--- config.mk ---
export PLATFORM = sky130hd
export DESIGN_NAME = regbank_addr_decoder
export DESIGN_NICKNAME = d
export VERILOG_FILES = /design/src/rtl/rbd_pkg.sv /design/src/rtl/rbd_word_decode.sv /design/src/rtl/rbd_rd_mux.sv /design/src/rtl/regbank_addr_decoder.sv
export SDC_FILE = /design/constraint.sdc
export NUM_CORES = 1
export LEC_CHECK = 0
export BUFFER_PORTS_ARGS = -buffer_cell sky130_fd_sc_hd__buf_2
export CORE_MARGIN = 8
export CORE_UTILIZATION = 29
export DETAILED_ROUTE_END_ITERATION = 6
export GPL_TIMING_DRIVEN = 1
export PLACE_DENSITY = 0.9
export SETUP_SLACK_MARGIN = 0.05
export SLEW_MARGIN = 20
export SYNTH_ARGS = -nofsm -noshare
export SYNTH_HDL_FRONTEND = slang
export SYNTH_SLANG_ARGS = --single-unit
--- constraint.sdc ---
create_clock -name vclk -period 1.95
set_input_delay 0.0975 -clock vclk [all_inputs]
set_output_delay 0.0975 -clock vclk [all_outputs]
set_load 0.01 [all_outputs]
--- src/rtl/rbd_pkg.sv ---
package rbd_pkg;
  function automatic int ceil_div(input int num, input int den);
    return (num + den - 1) / den;
  endfunction

  function automatic int min_int(input int a, input int b);
    return (a < b) ? a : b;
  endfunction
endpackage

--- src/rtl/rbd_word_decode.sv ---
module rbd_word_decode #(
  parameter int ADDR_W     = 12,
  parameter int BYTE_BITS  = 2,
  parameter int AREA_LOG2  = 6,
  parameter int AREA_BASE  = 'h400,
  parameter int WORD_W     = 32,
  parameter int NREG       = 3,
  parameter int REG_WIDTH [NREG] = '{64, 16, 32},
  parameter int REG_WORD  [NREG] = '{0, 3, 5},
  parameter int TOT_WORDS  = 4
) (
  input  logic [ADDR_W-1:0]    addr,
  output logic                 in_area,
  output logic [TOT_WORDS-1:0] hit
);
  import rbd_pkg::*;

  localparam int IDX_W = AREA_LOG2 - BYTE_BITS;
  localparam logic [ADDR_W-1:0] BASE_V = ADDR_W'(AREA_BASE);

  function automatic int word_off(input int k);
    int s = 0;
    for (int j = 0; j < k; j++) s += ceil_div(REG_WIDTH[j], WORD_W);
    return s;
  endfunction

  logic [IDX_W-1:0] idx;
  logic             unused_byte_bits;

  assign in_area          = (addr[ADDR_W-1:AREA_LOG2] == BASE_V[ADDR_W-1:AREA_LOG2]);
  assign idx              = addr[AREA_LOG2-1:BYTE_BITS];
  assign unused_byte_bits = ^addr[BYTE_BITS-1:0];

  for (genvar k = 0; k < NREG; k++) begin : g_reg
    localparam int NW = ceil_div(REG_WIDTH[k], WORD_W);
    for (genvar i = 0; i < NW; i++) begin : g_word
      localparam int GIDX = word_off(k) + i;
      // slice i (0 = least significant) sits at the highest address of the span minus i
      localparam int WADDR = REG_WORD[k] + NW - 1 - i;
      assign hit[GIDX] = in_area && (idx == IDX_W'(WADDR));
    end
  end

  always_comb begin
    if (!in_area) begin
      AST_OUT_OF_AREA_QUIET: assert (hit == '0);
    end
    AST_HIT_ONEHOT0: assert ($onehot0(hit));
  end
endmodule

--- src/rtl/rbd_rd_mux.sv ---
module rbd_rd_mux #(
  parameter int WORD_W    = 32,
  parameter int NREG      = 3,
  parameter int REG_WIDTH [NREG] = '{64, 16, 32},
  parameter bit REG_WO    [NREG] = '{1'b0, 1'b0, 1'b1},
  parameter int TOT_WORDS = 4,
  parameter int TOT_BITS  = 112
) (
  input  logic [TOT_WORDS-1:0] hit,
  input  logic [TOT_BITS-1:0]  vals,
  output logic [TOT_WORDS-1:0] rd_sel,
  output logic [WORD_W-1:0]    rd_data,
  output logic                 rd_ok
);
  import rbd_pkg::*;

  function automatic int word_off(input int k);
    int s = 0;
    for (int j = 0; j < k; j++) s += ceil_div(REG_WIDTH[j], WORD_W);
    return s;
  endfunction

  function automatic int bit_off(input int k);
    int s = 0;
    for (int j = 0; j < k; j++) s += REG_WIDTH[j];
    return s;
  endfunction

  logic [WORD_W-1:0]    word_val [TOT_WORDS];
  logic [TOT_WORDS-1:0] readable;

  for (genvar k = 0; k < NREG; k++) begin : g_reg
    localparam int NW = ceil_div(REG_WIDTH[k], WORD_W);
    for (genvar i = 0; i < NW; i++) begin : g_word
      localparam int GIDX = word_off(k) + i;
      localparam int LSB  = bit_off(k) + i * WORD_W;
      localparam int SW   = min_int(WORD_W, REG_WIDTH[k] - i * WORD_W);
      assign word_val[GIDX] = WORD_W'(vals[LSB +: SW]);
      assign readable[GIDX] = !REG_WO[k];
    end
  end

  always_comb begin
    rd_data = '0;
    for (int g = 0; g < TOT_WORDS; g++) begin
      if (hit[g] && readable[g]) rd_data = rd_data | word_val[g];
    end
  end

  assign rd_sel = hit & readable;
  assign rd_ok  = |rd_sel;

  always_comb begin
    if (!rd_ok) begin
      AST_NOT_OK_ZERO_DATA: assert (rd_data == '0);
    end else begin
      AST_RD_SEL_SINGLE: assert ($onehot(rd_sel));
    end
  end
endmodule

--- src/rtl/regbank_addr_decoder.sv ---
module regbank_addr_decoder #(
  parameter int ADDR_W    = 12,
  parameter int BYTE_BITS = 2,
  parameter int AREA_LOG2 = 6,
  parameter int AREA_BASE = 'h400,
  parameter int WORD_W    = 32,
  parameter int NREG      = 3,
  parameter int REG_WIDTH [NREG] = '{64, 16, 32},
  parameter int REG_WORD  [NREG] = '{0, 3, 5},
  parameter bit REG_WO    [NREG] = '{1'b0, 1'b0, 1'b1},
  localparam int TOT_WORDS = rbd_tot_words(),
  localparam int TOT_BITS  = rbd_tot_bits()
) (
  input  logic [ADDR_W-1:0]    wr_addr,
  input  logic [ADDR_W-1:0]    rd_addr,
  input  logic [TOT_BITS-1:0]  reg_rd_val,
  output logic [TOT_WORDS-1:0] wr_sel,
  output logic                 wr_ok,
  output logic [TOT_WORDS-1:0] rd_sel,
  output logic [WORD_W-1:0]    rd_data,
  output logic                 rd_ok
);
  function automatic int rbd_tot_words();
    int s = 0;
    for (int j = 0; j < NREG; j++) s += (REG_WIDTH[j] + WORD_W - 1) / WORD_W;
    return s;
  endfunction

  function automatic int rbd_tot_bits();
    int s = 0;
    for (int j = 0; j < NREG; j++) s += REG_WIDTH[j];
    return s;
  endfunction

  logic [TOT_WORDS-1:0] wr_hit, rd_hit;
  logic                 wr_in_area, rd_in_area;

  rbd_word_decode #(
    .ADDR_W(ADDR_W), .BYTE_BITS(BYTE_BITS), .AREA_LOG2(AREA_LOG2),
    .AREA_BASE(AREA_BASE), .WORD_W(WORD_W), .NREG(NREG),
    .REG_WIDTH(REG_WIDTH), .REG_WORD(REG_WORD), .TOT_WORDS(TOT_WORDS)
  ) wr_dec_i (
    .addr(wr_addr), .in_area(wr_in_area), .hit(wr_hit)
  );

  rbd_word_decode #(
    .ADDR_W(ADDR_W), .BYTE_BITS(BYTE_BITS), .AREA_LOG2(AREA_LOG2),
    .AREA_BASE(AREA_BASE), .WORD_W(WORD_W), .NREG(NREG),
    .REG_WIDTH(REG_WIDTH), .REG_WORD(REG_WORD), .TOT_WORDS(TOT_WORDS)
  ) rd_dec_i (
    .addr(rd_addr), .in_area(rd_in_area), .hit(rd_hit)
  );

  rbd_rd_mux #(
    .WORD_W(WORD_W), .NREG(NREG), .REG_WIDTH(REG_WIDTH), .REG_WO(REG_WO),
    .TOT_WORDS(TOT_WORDS), .TOT_BITS(TOT_BITS)
  ) rd_mux_i (
    .hit(rd_hit), .vals(reg_rd_val),
    .rd_sel(rd_sel), .rd_data(rd_data), .rd_ok(rd_ok)
  );

  // write side: every mapped word accepts writes, write-only ones included
  assign wr_sel = wr_hit;
  assign wr_ok  = |wr_hit;

  always_comb begin
    if (wr_ok) begin
      AST_WR_SINGLE_STROBE: assert ($onehot(wr_sel));
    end
    if (!rd_in_area) begin
      AST_RD_OUTSIDE_NOT_OK: assert (!rd_ok && rd_data == '0);
    end
    if (!wr_in_area) begin
      AST_WR_OUTSIDE_NOT_OK: assert (!wr_ok);
    end
  end
endmodule

Yosys cells after proc, flatten, opt, wreduce, memory -nomap -nowiden
Cells that the tools add are included.
{ "classes": {"eq_ne": 7, "n_mux": 3, "bitwise_logic": 2, "n_reduce_logical": 11} }
{ "op_table": {"columns": ["op", "count"], "rows": [
  ["$mux W32", 3],
  ["$or A32 B16 Y32", 1],
  ["$or A32 B32 Y32", 1],
  ["$eq A6 B5 Y1 const B", 2],
  ["$eq A4 B1 Y1 const B", 2],
  ["$eq A4 B2 Y1 const B", 2],
  ["$logic_not A4 Y1", 2],
  ["$logic_and A1 B1 Y1", 7],
  ["$eq A4 B3 Y1 const B", 1],
  ["$reduce_or A4 Y1", 1],
  ["$reduce_or A3 Y1", 1]
]} }
{ "word_totals": {"register_bits": 0, "in_bits": 136, "output_inout_bits": 42, "word_cells": 23} }

Logic depth before layout (Yosys ltp)
Gate-level depths: netlist (run 1).
{ "depth": {"depth_word": 7, "depth_mapped": 6, "ltp_nobuf": 3} }

Hierarchy
From an unflattened synthesis (run 1), not the netlist that was laid out.
{ "unflattened": {"hier_cells": 89, "hier_area_um2": 670.6} }
{ "modules_own_cells": {"columns": ["module", "n_inst", "cells_each", "area_per_inst_um2", "seq_area_each_um2"], "rows": [
  ["rbd_rd_mux", 1, 64, 488.0, 0.0],
  ["rbd_word_decode", 2, 12, 87.6, 0.0],
  ["regbank_addr_decoder", 1, 1, 7.5, 0.0]
]} }

Worst setup path after synthesis (run 1)
OpenSTA, ideal clock, no wires.
{ "synth_timing": {"kind": "input to output", "start": "input wr_addr[8]", "end": "output wr_sel[3]", "t_arrival_ns": 0.957, "required_time_ns": 1.852, "path_slack_ns": 0.896, "cell_stages": 3, "path_buffers": 0, "cell_sequence": "nor4b_1 nand3_1 nor3b_1"} }
{ "synth_between": {"elab_chain_cells": 2} }
{ "synth_lines": {"columns": ["item", "line_no", "rtl"], "rows": [
  ["start, declared", "regbank_addr_decoder.sv:14", "input logic [ADDR_W-1:0] wr_addr,"],
  ["$eq A6 B5 Y1", "rbd_word_decode.sv:30", "assign in_area = (addr[ADDR_W-1:AREA_LOG2] == BASE_V[ADDR_W-1:AREA_LOG2]);"],
  ["$logic_and A1 B1 Y1", "rbd_word_decode.sv:40", "assign hit[GIDX] = in_area && (idx == IDX_W'(WADDR));"],
  ["end, declared", "regbank_addr_decoder.sv:17", "output logic [TOT_WORDS-1:0] wr_sel,"]
]} }
No other way between the ends.

Final worst setup path (run 1)
{ "layout_timing": {"start": "input rd_addr[5]", "end": "output rd_data[4]"} }
{ "layout_between": {"elab_chain_cells": 7, "elab_cells_between_ends": 11, "cone_classes": "eq/ne: 2; mux: 3; bitwise: 2; reduce/logical: 4"} }
{ "layout_lines": {"columns": ["item", "line_no", "rtl"], "rows": [
  ["start, declared", "regbank_addr_decoder.sv:15", "input logic [ADDR_W-1:0] rd_addr,"],
  ["$eq A4 B1 Y1", "rbd_word_decode.sv:40", null],
  ["$logic_and A1 B1 Y1", "rbd_word_decode.sv:40", null],
  ["$mux W32", "rbd_rd_mux.sv:46", "if (hit[g] && readable[g]) rd_data = rd_data | word_val[g];"],
  ["$or A32 B32 Y32", "rbd_rd_mux.sv:46", null],
  ["$mux W32", "rbd_rd_mux.sv:46", null],
  ["$or A32 B16 Y32", "rbd_rd_mux.sv:46", null],
  ["$mux W32 *", "rbd_rd_mux.sv:46", null],
  ["end, declared", "regbank_addr_decoder.sv:20", "output logic [WORD_W-1:0] rd_data,"]
]} }
Every way passes the cells marked *; elsewhere a longest branch is shown, timed or not.

==> results list, run 1 <==
- The flow ran to the end, and the final reports show no timing, DRC or antenna violations.
- Crit path arrival time: 1.32 ns
- Of the cells placed in the final design, the portion with a size suffix greater than 1 is 0.665.
- FMAX: 705 MHz
- Top-level I/O count: 178
- Average wire per standard cell: 13.6 um
- Of the post-synthesis cell area, the dominant cell type holds 0.341.
- The critical path in this run is classified as primary input to primary output.
- For met3 alone, demand over resource in global routing was 0.0618.
* Via/cell ratio: between 4 and 5
* Post-CTS sizing: 0
- Dominant cell type by count on the critical path: sky130_fd_sc_hd__buf_2
* Area of the core region: 3080 sq um
- Cell count after placement: between 300 and 400
* DRC violation count after routing: 0
- 0 antenna diodes ended up in the layout.
* Clock buffer count: 0
- The synthesized design spends more area on one cell type than any other, namely sky130_fd_sc_hd__mux2i_1.
* Count of distinct cell types in the synthesized netlist: 26
- Final hold violations: 0
- Most congested layer reported by global routing: met2
* Layout area overhead: 72.3%
- Count of placed standard cells in the final layout, fillers left out: 307
- Antenna violations before repair: 0
- The initial utilization of the core area, before any placement, comes to 0.305.
- Walking the worst path, the cells encountered are buf_2 -> nor4_4 -> nand2_2 -> a21oi_1 -> buf_2.
- The largest individual stage delay along the critical path comes from the cell sky130_fd_sc_hd__nor4_4.
- Setup slack on the critical path of the routed design comes to 0.532 ns.
* First-pass GRT wire length: roughly 6.5 mm
- After detailed placement, the total cell area comes to 1620 sq um.
- Net count of the mapped netlist: 265
- Setup repair after global routing left no endpoint under its margin.
- Area enclosed by the die boundary: 5310 sq um
- The floorplan has 20 rows.
- Hold timing on the final database bottoms out at a slack of ~0.47 ns.
* Number of setup buffers added after CTS: 0
- For this block, the initial DRC count from the detailed router was 32.
* Cell Area, Synth: ~940 sq um
- STA classifies the critical path endpoint as a primary output.
* Routing usage on met2: 0.291
- Overall power consumption after layout is estimated at about 0.22 mW.
- Total negative setup slack: 0 ns
* Area of the multi-input gates: 830 sq um
* Cell types occupying the most area after synthesis: sky130_fd_sc_hd__mux2i_1, sky130_fd_sc_hd__a21oi_2, sky130_fd_sc_hd__or2_2
* CTS Hold Buffers Added: 0
* Per-instance average area after synthesis: roughly 7.3 sq um
- Port Buffers: approximately 140
- Maximum resistive drop on vdd: approximately 0.11 mV
* Count of antenna-violating nets left after detailed routing: 0
- Setup violations remaining at the end of the flow were counted as 0.
- Summing over every cut layer, the via total after detailed routing is 1398.
- Gate Count Post-Synth: between 100 and 150
- The tool flagged a number of max-cap violations equal to 0.
- Global-route met1 utilization: 0.132
- Share of synthesized area occupied by flip-flops and latches: 0
- Filler Cell Count: 318
- After routing the design area is about 1600 sq um.
- The via count of the first global-routing pass is about 1500.
* Number of nets in the layout: ~400
- The first TritonRoute pass finished after 2 iterations.
- Final core occ: 0.525
- The worst setup path is launched from a primary input.
* Shortest period the worst path allows: 1.42 ns
* Detailed-route wire length: 4.19 mm
* Total of warnings raised by yosys: 0
* Die Wd: approximately 73 um
- Total global-route track usage: 0.143
- In this run the vertical extent of the chip is ~73 um.
* Required @ worst endpoint: 1.85 ns
- Of the available clock period, the critical path in the final layout requires 0.727.
- The design has 0 sequential cells.
- Static Leak: ~1 nW
- Crit path largest cell delay: 0.39 ns
* Power density relative to cell area: about 140 nW/um^2
- Routability-driven placement finished with a final weighted congestion of 0.832.
- The path class of the tightest hold or removal check is primary input to primary output.
- Most used standard cell by instance count after synthesis: sky130_fd_sc_hd__mux2i_1
- Global routing finished with a remaining overflow of 0.
- Number of max-slew violations in the final report: 0
- The wire-length estimate of the detail-placed layout is 3.74 mm.
- Sequential cell area: 0 sq um
- Top cells by instance count after synthesis: sky130_fd_sc_hd__mux2i_1, sky130_fd_sc_hd__nand2_1, sky130_fd_sc_hd__nor2_1
* Largest fanout on the critical path: 17
- Worst Setup Slack post-DPL: 0.510 ns
* Maximum number of pins on one net before global-route repair: 20
==> logic make-up (layout without fill, tap and decap cells) <==
| family | after synthesis | count (layout) | synth area share |
|---|---|---|---|
| compound gates | 18 | 18 | 0.136 |
| buf+inv | 11 | 145 | 0.116 |
| mux | 32 | 32 | 0.341 |
| other cells | 1 | 1 | 0.00400 |
| simple gates | 67 | 67 | 0.403 |
==> power breakdown <==
group / switching [mW] / total, mW / internal (mW)
Sequential: 0 / 0 / 0
Clock: 0 / 0 / 0
Combinational: 0.0910 / 0.219 / 0.128
==> layout make-up <==
| cell class | count | share of cell area |
|---|---|---|
| multi-input combinational | 118 | 0.513 |
| tap | 44 | 0.0341 |
| timing repair buffer | 144 | 0.450 |
| inverter | 1 | 0.00232 |
==> final timing paths <==
check / start / end / slack (ns) / cells past startpoint
max: rd_addr[5] / rd_data[4] / 0.53 / 5
min: wr_addr[2] / wr_sel[1] / 0.47 / 3
==> routing by layer <==
| layer | vias to the layer above | part of all wire |
|---|---|---|
| met3 | 2 | 0.12 |
| met1 | 615 | 0.34 |
| li1 | 710 | - |
| met5 | - | 0 |
| met4 | 0 | 0.0045 |
| met2 | 71 | 0.54 |
==> worst max-delay path, delay by kind of cell <==
family                 cells  cell delay [ns]
and+or+nand+nor            2             0.73
AOI/OAI and AO/OA          1             0.23
buffers and inverters      2             0.27
==> cells in the final DEF (no fill, tap or decap), types with 2 or more instances in the layout <==
cell type                 netlist  layout
sky130_fd_sc_hd__nor2_2         2       2
sky130_fd_sc_hd__or2_1          2       2
sky130_fd_sc_hd__a21oi_1        8       8
sky130_fd_sc_hd__nand2_1       18      18
sky130_fd_sc_hd__nor3_1         2       2
sky130_fd_sc_hd__buf_4          3       3
sky130_fd_sc_hd__mux2i_1       32      32
sky130_fd_sc_hd__nor2_1        18      18
sky130_fd_sc_hd__or2_2         14      14
sky130_fd_sc_hd__a21oi_2       10      10
sky130_fd_sc_hd__buf_2          1     141
sky130_fd_sc_hd__nor3b_1        2       2
Note: power is estimated with default switching activity, not from simulation.
==> inputs of run 2 (changes only) <==
--- a/config.mk
+++ b/config.mk
@@ -7,10 +7,10 @@
 export LEC_CHECK = 0
 export BUFFER_PORTS_ARGS = -buffer_cell sky130_fd_sc_hd__buf_2
 export CORE_MARGIN = 8
-export CORE_UTILIZATION = 29
+export CORE_UTILIZATION = 27
 export DETAILED_ROUTE_END_ITERATION = 6
 export GPL_TIMING_DRIVEN = 1
-export PLACE_DENSITY = 0.9
+export PLACE_DENSITY = 0.84
 export SETUP_SLACK_MARGIN = 0.05
 export SLEW_MARGIN = 20
 export SYNTH_ARGS = -nofsm -noshare
==> constraint.sdc (replaced) <==
create_clock -name vclk -period 1.5
set_input_delay 0.075 -clock vclk [all_inputs]
set_output_delay 0.075 -clock vclk [all_outputs]
set_load 0.01 [all_outputs]
==> results list, run 2 (synthesis gave the netlist of run 1 again) <==
* Number of nets in the layout: 403 (+0.50%)
- For the finished layout, the period the worst path requires is 1.29 ns.
- The most critical setup path has its startpoint at rd_addr[11].
* Initial drt markers: 31 (-3.1%)
* Maximum resistive drop on vdd: 0.133 mV (+19%)
* FMAX: 775 MHz
* Antenna violations before repair: 0 (unchanged)
- Final core occ: 0.497 (-0.0280)
- The total placed cells including tap cells is 311 (+1.3%).
* Maximum number of pins on one net before global-route repair: 24 (+20%)
- STA classifies the critical path startpoint as a primary input.
* Post-CTS sizing: 0 (unchanged)
- Detailed-route wire length: 4.40 mm (+5.1%)
- The count of inserted antenna diode cells is 0 (unchanged).
- The hold violation total from the final report was 0 (unchanged).
- Worst Hold Class: primary input to primary output
- The worst setup path is captured at a primary output.
- Most used cells in the layout excluding fill and tap cells: sky130_fd_sc_hd__buf_2, sky130_fd_sc_hd__mux2i_1, sky130_fd_sc_hd__nor2_1, sky130_fd_sc_hd__nand2_1, sky130_fd_sc_hd__or2_2
- The max-cap check violation count came to 0 (unchanged).
- Port Buffers: 141 (unchanged)
* DRC violation count after routing: 0 (unchanged)
- The number of max-slew violations in the final report came to 0 (unchanged).
* Cell area after placement: 1660 sq um (+2.6%)
- Static Leak: 1.02 nW (+1.7%)
* Filler Cell Count: 359 (+13%)
- The die area came to 5620 sq um (+5.8%).
- Layout area overhead: 76.8%
* Sum of net half-perimeters after detailed placement: 3.90 mm (+4.3%)
* FFs & Latches: 0 (unchanged)
* Initial Util: 0.281 (-0.0237)
- Sequential cell area: 0 sq um (unchanged)
- The routed via count was 1415 (+1.2%).
- The count of standard-cell rows came to 21 (+5.0%).
- Crit path arrival time: 1.22 ns (-0.10 ns)
- The worst hold path begins at wr_addr[2].
- The non-filler instance count after layout was 311 (+1.3%).
- Most frequent standard cell in the layout excluding fill and tap cells: sky130_fd_sc_hd__buf_2
- Number of setup buffers added after CTS: 0 (unchanged)
- First-pass iteration count of the detailed router: 4 (+2)
* Top-level I/O count: 178 (unchanged)
* Clock buffer count: 0 (unchanged)
* Area of the core region: 3340 sq um (+8.4%)
- Dividing the final minimum period by the clock period gives 0.860.
- The via count of the first global-routing pass was 1513 (+1.3%).
* First-pass GRT wire length: 6.48 mm (+0.43%)
- By startpoint and endpoint, the worst setup path is classified as primary input to primary output.
* Total negative setup slack: 0 ns (unchanged)
- Share of cells above drive strength 1: 0.668 (+0.00253)
* Total global-route track usage: 0.141 (-0.00285)
* Via/cell ratio: 4.55 (about the same)
- GPL Wtd Cong: 0.688 (-17%)
- Average wire per standard cell: 14.1 um (+3.8%)
* Count of antenna-violating nets left after detailed routing: 0 (unchanged)
- Post-route worst hold slack: 0.430 ns (-0.0429 ns)
- The hold buffer count at CTS is 0 (unchanged).
- The total grt overflow was 0 (unchanged).
* Final setup violating endpoints: 0 (unchanged)
* Fin area: 1660 sq um (+2.6%)
- Setup repair after global routing left no endpoint under its margin.
- The run finished with clean final reports.
- The vertical die dimension came to 75.0 um (+2.8%).
* Power density relative to cell area: 180 nW/um^2 (+32%)
* Die Wd: 75.0 um (+2.8%)
- Required @ worst endpoint: 1.42 ns (-0.43 ns)
* Largest fanout on the critical path: 18 (+1)
[run 2: cell count changes in the layout (fill, tap and decap cells not counted), sizes merged]
| cell | delta |
|---|---|
| buf | +2 |
[run 2: final timing paths]
check,end,cells after the start
setup / recovery,rd_data[25],5
hold / removal,wr_sel[1],3
[run 2: critical path, cell delays in order]
cell                       delay, ns
sky130_fd_sc_hd__buf_2          0.11
sky130_fd_sc_hd__nor4b_4        0.40
sky130_fd_sc_hd__nand3b_4       0.27
sky130_fd_sc_hd__nor2_1         0.20
sky130_fd_sc_hd__buf_2          0.15
[run 2: final cells by class]
type | instances | area, sq um | area share
well taps | 46 | 57.6 | 0.0347
multi-input cells | 118 | 830 | 0.500
repair buffers | 146 | 768 | 0.463
inverters | 1 | 3.75 | 0.00226
[run 2: metrics by stage]
| step | power, mW | worst slack, ns |
|---|---|---|
| final | 0.298 | 0.210 |
| after global placement | 0.287 | 0.222 |
| after CTS | 0.302 | 0.183 |
| after global routing | 0.330 | 0.119 |
| after detailed placement | 0.301 | 0.183 |
| after floorplan | 0.150 | 0.491 |
[run 2: metal layers]
metal / routed length (um) / track usage / vias to the layer above
li1: - / - / 717
met4: 0 / 0.00217 / 0
met5: 0 / 0 / -
met3: 427 / 0.0333 / 0
met1: 1540 / 0.134 / 631
met2: 2430 / 0.301 / 67
[run 2: power breakdown]
| group | switching, mW | internal (mW) |
|---|---|---|
| registers | 0 | 0 |
| clock network | 0 | 0 |
| logic | 0.124 | 0.174 |
